**src/rtl/dtg_pkg.sv**
```systemverilog
package dtg_pkg;
   localparam int FLD_W = 16;

   localparam logic [7:0] OFS_CTRL  = 8'h00;
   localparam logic [7:0] OFS_EXT   = 8'h10;
   localparam logic [7:0] OFS_HWIN  = 8'h20;
   localparam logic [7:0] OFS_VWIN  = 8'h30;
   localparam logic [7:0] OFS_VIS_A = 8'h40;
   localparam logic [7:0] OFS_VIS_B = 8'h50;

   typedef struct packed {
      logic [FLD_W-1:0] last_x;
      logic [FLD_W-1:0] last_y;
      logic [FLD_W-1:0] hs_on;
      logic [FLD_W-1:0] hs_off;
      logic             hs_pol;
      logic [FLD_W-1:0] vs_on;
      logic [FLD_W-1:0] vs_off;
      logic             vs_pol;
      logic [FLD_W-1:0] vis_x0;
      logic [FLD_W-1:0] vis_y0;
      logic [FLD_W-1:0] vis_x1;
      logic [FLD_W-1:0] vis_y1;
      logic             de_pol;
   } dtg_cfg_t;
endpackage

```
**src/rtl/dtg_regs.sv**
```systemverilog
module dtg_regs
   import dtg_pkg::*;
#(
   parameter int ADDR_W = 8
) (
   input  logic              clk,
   input  logic              rst_n,
   input  logic              we,
   input  logic [ADDR_W-1:0] addr,
   input  logic [31:0]       wdata,
   input  logic              frame_done,
   output logic              run,
   output dtg_cfg_t          cfg_live
);
   dtg_cfg_t stage;

   always_ff @(posedge clk or negedge rst_n) begin
      if (!rst_n) begin
         stage <= '0;
         run   <= 1'b0;
      end else if (we) begin
         if (addr == ADDR_W'(OFS_CTRL)) begin
            run <= wdata[0];
         end else if (addr == ADDR_W'(OFS_EXT)) begin
            stage.last_x <= wdata[15:0];
            stage.last_y <= wdata[31:16];
         end else if (addr == ADDR_W'(OFS_HWIN)) begin
            stage.hs_pol <= wdata[31];
            stage.hs_off <= {1'b0, wdata[30:16]};
            stage.hs_on  <= wdata[15:0];
         end else if (addr == ADDR_W'(OFS_VWIN)) begin
            stage.vs_pol <= wdata[31];
            stage.vs_off <= {1'b0, wdata[30:16]};
            stage.vs_on  <= wdata[15:0];
         end else if (addr == ADDR_W'(OFS_VIS_A)) begin
            stage.de_pol <= wdata[31];
            stage.vis_y0 <= {1'b0, wdata[30:16]};
            stage.vis_x0 <= wdata[15:0];
         end else if (addr == ADDR_W'(OFS_VIS_B)) begin
            stage.vis_y1 <= wdata[31:16];
            stage.vis_x1 <= wdata[15:0];
         end
      end
   end

   // live copy follows the staging copy while stopped or at the frame seam
   always_ff @(posedge clk or negedge rst_n) begin
      if (!rst_n)                  cfg_live <= '0;
      else if (!run || frame_done) cfg_live <= stage;
   end
endmodule

```
**src/rtl/dtg_scan.sv**
```systemverilog
module dtg_scan
   import dtg_pkg::*;
#(
   parameter int CNT_W = 12
) (
   input  logic             clk,
   input  logic             rst_n,
   input  logic             run,
   input  logic [FLD_W-1:0] last_x,
   input  logic [FLD_W-1:0] last_y,
   output logic [CNT_W-1:0] h_cnt,
   output logic [CNT_W-1:0] v_cnt,
   output logic             line_done,
   output logic             frame_done
);
   localparam int PAD_W = FLD_W - CNT_W;

   logic [FLD_W-1:0] h_wide, v_wide;
   assign h_wide     = {{PAD_W{1'b0}}, h_cnt};
   assign v_wide     = {{PAD_W{1'b0}}, v_cnt};
   assign line_done  = run && (h_wide == last_x);
   assign frame_done = line_done && (v_wide == last_y);

   always_ff @(posedge clk or negedge rst_n) begin
      if (!rst_n) begin
         h_cnt <= '0;
         v_cnt <= '0;
      end else if (!run) begin
         h_cnt <= '0;
         v_cnt <= '0;
      end else if (line_done) begin
         h_cnt <= '0;
         v_cnt <= frame_done ? '0 : v_cnt + 1'b1;
      end else begin
         h_cnt <= h_cnt + 1'b1;
      end
   end
endmodule

```
**src/rtl/dtg_pulse.sv**
```systemverilog
module dtg_pulse
   import dtg_pkg::*;
#(
   parameter int CNT_W = 12
) (
   input  logic             clk,
   input  logic             rst_n,
   input  logic             run,
   input  logic             step,
   input  logic [CNT_W-1:0] cnt,
   input  logic [FLD_W-1:0] on_at,
   input  logic [FLD_W-1:0] off_at,
   input  logic             pol,
   output logic             pin
);
   localparam int PAD_W = FLD_W - CNT_W;

   logic             active;
   logic [FLD_W-1:0] cnt_wide;
   assign cnt_wide = {{PAD_W{1'b0}}, cnt};

   always_ff @(posedge clk or negedge rst_n) begin
      if (!rst_n)                     active <= 1'b0;
      else if (!run)                  active <= 1'b0;
      else if (step) begin
         if (cnt_wide == on_at)       active <= 1'b1;
         else if (cnt_wide == off_at) active <= 1'b0;
      end
   end

   assign pin = active ^ ~pol;
endmodule

```
**src/rtl/disp_timing_gen.sv**
```systemverilog
module disp_timing_gen
   import dtg_pkg::*;
#(
   parameter int ADDR_W = 8,
   parameter int CNT_W  = 12
) (
   input  logic              clk,
   input  logic              rst_n,
   input  logic              cfg_we,
   input  logic [ADDR_W-1:0] cfg_addr,
   input  logic [31:0]       cfg_wdata,
   output logic              hsync,
   output logic              vsync,
   output logic              de,
   output logic [CNT_W-1:0]  pix_x,
   output logic [CNT_W-1:0]  pix_y
);
   localparam int PAD_W = FLD_W - CNT_W;
   localparam int N_SYNC = 2;

   generate
      if (CNT_W < 2 || CNT_W > FLD_W - 1) begin : g_bad_cnt
         $error("CNT_W must lie in 2..15");
      end
      if (ADDR_W < 7) begin : g_bad_addr
         $error("ADDR_W must be at least 7");
      end
   endgenerate

   logic     run, line_done, frame_done;
   dtg_cfg_t cfg_live;

   dtg_regs #(.ADDR_W(ADDR_W)) u_regs (
      .clk(clk), .rst_n(rst_n), .we(cfg_we), .addr(cfg_addr),
      .wdata(cfg_wdata), .frame_done(frame_done), .run(run),
      .cfg_live(cfg_live)
   );

   dtg_scan #(.CNT_W(CNT_W)) u_scan (
      .clk(clk), .rst_n(rst_n), .run(run),
      .last_x(cfg_live.last_x), .last_y(cfg_live.last_y),
      .h_cnt(pix_x), .v_cnt(pix_y),
      .line_done(line_done), .frame_done(frame_done)
   );

   logic [N_SYNC-1:0] sync_pin;

   generate
      for (genvar i = 0; i < N_SYNC; i++) begin : g_sync
         if (i == 0) begin : g_h
            dtg_pulse #(.CNT_W(CNT_W)) u_pulse (
               .clk(clk), .rst_n(rst_n), .run(run), .step(1'b1),
               .cnt(pix_x), .on_at(cfg_live.hs_on), .off_at(cfg_live.hs_off),
               .pol(cfg_live.hs_pol), .pin(sync_pin[i])
            );
         end else begin : g_v
            dtg_pulse #(.CNT_W(CNT_W)) u_pulse (
               .clk(clk), .rst_n(rst_n), .run(run), .step(line_done),
               .cnt(pix_y), .on_at(cfg_live.vs_on), .off_at(cfg_live.vs_off),
               .pol(cfg_live.vs_pol), .pin(sync_pin[i])
            );
         end
      end
   endgenerate

   assign hsync = sync_pin[0];
   assign vsync = sync_pin[1];

   logic [FLD_W-1:0] x_wide, y_wide;
   logic             in_vis;
   assign x_wide = {{PAD_W{1'b0}}, pix_x};
   assign y_wide = {{PAD_W{1'b0}}, pix_y};

   always_comb begin
      in_vis = run
            && (x_wide >  cfg_live.vis_x0) && (x_wide <= cfg_live.vis_x1)
            && (y_wide >= cfg_live.vis_y0) && (y_wide <= cfg_live.vis_y1);
   end

   assign de = in_vis ^ ~cfg_live.de_pol;
endmodule

```
**config.mk**
```make
export PLATFORM = sky130hd
export DESIGN_NAME = disp_timing_gen
export DESIGN_NICKNAME = d
export VERILOG_FILES = /design/src/rtl/dtg_pkg.sv /design/src/rtl/dtg_regs.sv /design/src/rtl/dtg_scan.sv /design/src/rtl/dtg_pulse.sv /design/src/rtl/disp_timing_gen.sv
export SDC_FILE = /design/constraint.sdc
export NUM_CORES = 1
export LEC_CHECK = 0
export BUFFER_PORTS_ARGS = -buffer_cell sky130_fd_sc_hd__buf_2
export CAP_MARGIN = 5
export CORE_MARGIN = 2
export CORE_UTILIZATION = 50
export CTS_BUF_LIST = sky130_fd_sc_hd__clkbuf_8
export DETAILED_ROUTE_END_ITERATION = 16
export HOLD_SLACK_MARGIN = 0.05
export PLACE_DENSITY = 0.77
export SLEW_MARGIN = 5
export SYNTH_ARGS = -nofsm -noshare
export SYNTH_HDL_FRONTEND = slang
export SYNTH_HIERARCHICAL = 1
export SYNTH_SLANG_ARGS = --single-unit
```
**constraint.sdc**
```tcl
create_clock -name clk -period 4.65 [get_ports clk]
set_clock_uncertainty 0.05 [all_clocks]
set_input_delay 0.465 -clock clk [delete_from_list [all_inputs] [get_ports clk]]
set_output_delay 0.465 -clock clk [all_outputs]
set_load 0.1 [all_outputs]
```
# Word level (Yosys, flattened, before mapping)
# Index checks and enable logic that the tools add are counted.
dict set report totals {
  register_bits 347
  inputBits 43
}
dict set report op_classes {
  addsub 2
  order_cmp 4
  eq_ne 14
  n_mux 12
  bitwise_logic 11
  n_reduce_logical 16
}
# cell count
set ops {}
lappend ops {{$eq A12 B16 Y1} 4}
lappend ops {{$mux W12} 5}
lappend ops {{$le A12 B16 Y1} 2}
lappend ops {{$eq A12 B15 Y1} 2}
lappend ops {{$add A12 B1 Y12 const B} 2}
lappend ops {{$eq A8 B6 Y1 const B} 2}
lappend ops {{$eq A8 B7 Y1 const B} 2}
lappend ops {{$gt A12 B16 Y1} 1}
lappend ops {{$ge A12 B15 Y1} 1}
lappend ops {{$eq A8 B5 Y1 const B} 1}
lappend ops {{$logic_not A8 Y1} 1}
lappend ops {{$not A1 Y1} 8}
lappend ops {{$mux W1} 7}
lappend ops {{$reduce_and A7 Y1} 1}
lappend ops {{$logic_and A1 B1 Y1} 6}
lappend ops {{$ne A3 B1 Y1 const B} 2}
lappend ops {{$reduce_and A6 Y1} 1}
lappend ops {{$reduce_and A5 Y1} 1}
lappend ops {{$reduce_and A2 Y1} 2}
lappend ops {{$reduce_and A4 Y1} 1}
lappend ops {{$reduce_and A3 Y1} 1}
lappend ops {{$xor A1 B1 Y1} 3}
lappend ops {{$ne A2 B1 Y1 const B} 1}
lappend ops {{$logic_not A1 Y1} 1}
lappend ops {{$logic_or A1 B1 Y1} 1}

# Depth between registers and ports, before layout
dict set report logic_depth {
  ltp_word 6
  ltp_mapped 11
}

# Modules after synthesis
# Netlist, hierarchy kept.
# mod instances cells_per_inst area_each_um2 seq_area_each_um2
set modules_own_cells {}
lappend modules_own_cells {dtg_regs 1 693 11946.5 8032.7}
lappend modules_own_cells {dtg_scan 1 174 1605.3 600.6}
lappend modules_own_cells {disp_timing_gen 1 172 1286.2 0.0}
lappend modules_own_cells {dtg_pulse 2 40 346.6 25.0}

# Worst setup path after synthesis
# No wires, ideal clock.
dict set report synth_path {
  path_kind {register -> output}
  from {register u_scan.v_cnt[0]}
  to {output de}
  t_arrival_ns 3.975
  required_ns 4.135
  slack_ns 0.160
  path_stages_with_launch 9
  n_path_buf 0
  cell_sequence {dfrtp_1 > inv_1 > ha_1 > nand2b_1 > a2111oi_0 > o311ai_0 > o21ai_1 > a2111oi_4 > xnor2_1}
}
dict set report synth_via {
  elab_chain_len 4
  elab_cells_between_ends 5
}
# element line
set synth_rtl {}
lappend synth_rtl {{start: declaration} dtg_scan.sv:12} ;# output logic [CNT_W-1:0] v_cnt,
lappend synth_rtl {{start signal: assignment} dtg_scan.sv:33} ;# v_cnt <= frame_done ? '0 : v_cnt + 1'b1;
lappend synth_rtl {{$ge A12 B15 Y1} disp_timing_gen.sv:77} ;# && (y_wide >= cfg_live.vis_y0) && (y_wide <= cfg_live.vis_y1);
lappend synth_rtl {{$logic_and A1 B1 Y1} disp_timing_gen.sv:77}
lappend synth_rtl {{$logic_and A1 B1 Y1 *} disp_timing_gen.sv:77}
lappend synth_rtl {{$xor A1 B1 Y1 *} disp_timing_gen.sv:80} ;# assign de = in_vis ^ ~cfg_live.de_pol;
lappend synth_rtl {{end: declaration} disp_timing_gen.sv:14} ;# output logic de,
# Every way passes the cells marked *; elsewhere a longest branch is shown, timed or not.

# Worst setup path after layout
dict set report layout_path {
  from {register u_scan.h_cnt[1]}
  to {output de}
}
dict set report layout_via {
  elab_chain_len 6
  elab_cells_between_ends 7
}
# element line
set layout_rtl {}
lappend layout_rtl {{start: declaration} dtg_scan.sv:11} ;# output logic [CNT_W-1:0] h_cnt,
lappend layout_rtl {{start signal: assignment} dtg_scan.sv:35} ;# h_cnt <= h_cnt + 1'b1;
lappend layout_rtl {{$gt A12 B16 Y1} disp_timing_gen.sv:76} ;# && (x_wide > cfg_live.vis_x0) && (x_wide <= cfg_live.vis_x1)
lappend layout_rtl {{$logic_and A1 B1 Y1} disp_timing_gen.sv:76}
lappend layout_rtl {{$logic_and A1 B1 Y1 *} disp_timing_gen.sv:76}
lappend layout_rtl {{$logic_and A1 B1 Y1 * (2 in series)} disp_timing_gen.sv:77}
lappend layout_rtl {{$xor A1 B1 Y1 *} disp_timing_gen.sv:80}
# Marks and branches as above.

==> metrics.cfg <==
[outcome]
status = complete, no violations

[clock_tree]
cts_tree = done
cts_root_buffer = clkbuf_8
clockBufferDepth = 3
clock-sinks = 347
htreeDepth = 2
path_clk_slew_ps = 50
post_cts_resize_count = 0
cts_buffers = 58
ctsHoldBuffers = 1
worstSkewPairLatency_ps = 600
cts_setup_buffers = 0

[logic_synthesis]
ys_warn_count = 6
ys_types = 56
synth.top_cell.area_share_pct = 55.9
synth-seq-area-share_pct = 55.9
synth-seq-cells = 347
yosysTopAreaCell = dfrtp_1
avgSynthCellArea_um2 = 13.9
synth_most_common_cell = dfrtp_1
netlist_instances = 1119
synth_area_leaders = dfrtp_1, mux2_2, ha_1, xnor2_1, xor2_1
synth_top_cells_by_count = dfrtp_1, mux2_2, xnor2_1
synth-main-ff-cell = dfrtp_1
syn-cell-area_mm2 = 0.0155
async_reset_ff_share_pct = 100
synth-edff-count = 0

[sta]
final.setup.worst_slack_ps = 727
setup_violations = 0
rsz0062_at_grt = no
hold_viol = 0
tns_ps = 0
max_slew.worst_pin.slew_ps = 1150
finalMaxSlewViolations = 0
fmax_mhz = 255
period_share_pct = 84.4
finalCriticalPeriod_ps = 3920
slew_headroom_pct = 23.4

[drt]
drt_pass1_iterations = 5
postRouteAntennaNets = 0
routedWlPerCell_um = 20.2
drt-total-wl_mm = 33.3
drc = 0
avgViaCountPerCell = 5.65
drtIter0Drc = 564
vias = 9288

[floorplan]
die_w_um = 180
fp.dieH_um = 180
die-area_mm2 = 0.0325
initial_utilization_pct = 50.8
core_area_mm2 = 0.0306
rows = 64
ios = 70

[setup_path]
path_cells = ha_1 -> nor2b_1 -> o211ai_1 -> a2111oi_4 -> a211oi_2 -> a2111oi_4 -> xnor2_1 -> buf_2
crit_path_end_kind = output pin
crit_type = flip-flop to output pin
r2r-end = u_regs/cfg_live[9]
worstSetupEndpoint = de
cp.arrival_ps = 3410
startpoint = u_scan/h_cnt[1]
cp_num_cells = 8
startpoint_type = flip-flop
cp_max_fo = 10
cpPeakStageDelay_ps = 610
r2r-start = u_regs/cfg_live[160]
reg2regPathDepth = 7
critPathBufInv = 1
r2r_setup_slack_ps = 1270
required_ps = 4140
cp_common_cell = a2111oi_4
slowest_stage = dfrtp_1
cpLargestDelayFamily = compound AO/OA/AOI/OAI gates

[power_and_ir_drop]
power_density_mw_per_mm2 = 365
comb_power_share_pct = 9.8
power_frac_seq_pct = 51.1
p_int_w = 0.00475
power.leakage_nw = 8.68
clkPwrFrac_pct = 39.1
p_switching_w = 0.00159
vdd.ir_drop.worst_v = 0.000327
swShare_pct = 25.1

[placed_design]
port_buffers = 69
post-place-ws_ps = 1300
place.gp.congestion = 0.812
dp_hpwl_mm = 21.8
placedCellCount = 1551

[global_routing]
grt_first_pass_wirelength_mm = 53.9
grt_max_degree = 129
grt_pass1_vias = 9733
grt_overflow = 0
grt_use_total_pct = 20.8
antenna_found_initial = 1

[layout]
post_layout_nonfiller_instances = 1645
final_net_count = 1309
synthToLayoutAreaGrowth_pct = 11.7
regArea_mm2 = 0.00868
multi_input_comb_area_mm2 = 0.00644
final.fill_count = 2455
drive_gt1_share_pct = 39.7

[worst_hold_path]
hold_path_class = primary input to flip-flop
hp-start = cfg_wdata[21]

[job]
maxCapViolCount = 0

-- worst reg2reg max path: stages (launching register included) --
cell     delay [ps]
dfrtp_1         380
or4_4           560
nor4_2          320
nand4_1         690
nor3_2          480
nor2b_4          90
buf_12          240
mux2_2          440
-- worst min-delay path by stage --
| stage | slack [ps] | cells after the start | to |
|---|---|---|---|
| after floorplan | 120 | 0 | g_sync[0].g_h.u_pulse/active |
| final | 130 | 2 | u_regs/stage[136] |
| after global routing | 100 | 2 | u_regs/stage[71] |
| after CTS | 90 | 2 | u_regs/stage[136] |
| after global placement | 420 | 1 | u_regs/stage[15] |
| after detailed placement | 420 | 1 | u_regs/stage[15] |
-- metrics by stage --
step                hold WS, ps  utilization, %  total power, W  cell area (um^2)
CTS                        94.9            56.7         0.00640             17300
global route                102            56.7         0.00663             17300
finish                      130            56.7         0.00634             17400
floorplan                   119               -         0.00369             15500
detailed placement          422            53.2         0.00391             16300
global placement            415            53.2         0.00389             16300
-- sequential cells by signal (all words and copies together) (netlist names) --
name / count
u_regs/run: 1
u_regs/stage: 160
u_scan/h_cnt: 12
g_sync.g_h.u_pulse/active: 1
u_scan/v_cnt: 12
g_sync.g_v.u_pulse/active: 1
u_regs/cfg_live: 160
-- cell usage in the layout, fill, tap and decap left out, types with 4 or more instances in the layout --
| cell | instances |
|---|---|
| dfrtp_1 | 347 |
| mux2_2 | 317 |
| clkbuf_8 | 69 |
| buf_2 | 68 |
| inv_1 | 65 |
| xnor2_1 | 54 |
| ha_1 | 50 |
| xor2_1 | 31 |
| nand2_1 | 24 |
| nand4_1 | 24 |
| nand3_1 | 21 |
| a21oi_1 | 21 |
| nor2_1 | 20 |
| and3_1 | 9 |
| nor4_1 | 8 |
| buf_4 | 7 |
| o21ai_0 | 6 |
| and2_1 | 6 |
| o22ai_1 | 6 |
| nor2b_1 | 5 |
| or3_1 | 5 |
| a31oi_1 | 5 |
| conb_1 | 5 |
| nand4b_1 | 4 |
| mux2_1 | 4 |
| nand3b_1 | 4 |
-- area by class of cell --
type                            instances  share of cell area (%)
Tap cell                              396                    2.86
Clock buffer                           69                    5.47
Antenna cell                            1                  0.0144
Clock inverter                         23                   0.678
Timing Repair Buffer                   80                    2.75
Sequential cell                       347                    50.0
Multi-Input combinational cell        681                    37.1
Inverter                               48                    1.04
-- routing by layer --
layer	GRT usage [%]	share of wire, %
met5	0	0
met4	6.10	2.2
met3	3.52	4.2
met2	33.6	48
met1	29.1	46
-- kinds of logic after synthesis --
kind of cell             after synthesis  share of synthesized area (%)
XOR/XNOR                              85                           4.79
flip-flops                           347                           55.9
adder cells (fa/ha/maj)               50                           4.03
AND/OR/NAND/NOR                      160                           6.42
buffers and inverters                 94                           2.77
other                                  2                         0.0484
AO/OA/AOI/OAI                         60                           2.76
multiplexers                         321                           23.3
-- power by group through the flow --
stage / combinational, W / clock (W) / sequential [W]
final: 0.000620 / 0.00248 / 0.00324
after global routing: 0.000682 / 0.00269 / 0.00326
after CTS: 0.000625 / 0.00254 / 0.00324
after detailed placement: 0.000621 / 0 / 0.00329
after global placement: 0.000610 / 0 / 0.00328
after floorplan: 0.000419 / 0 / 0.00327
(Power assumes the default switching activity.)
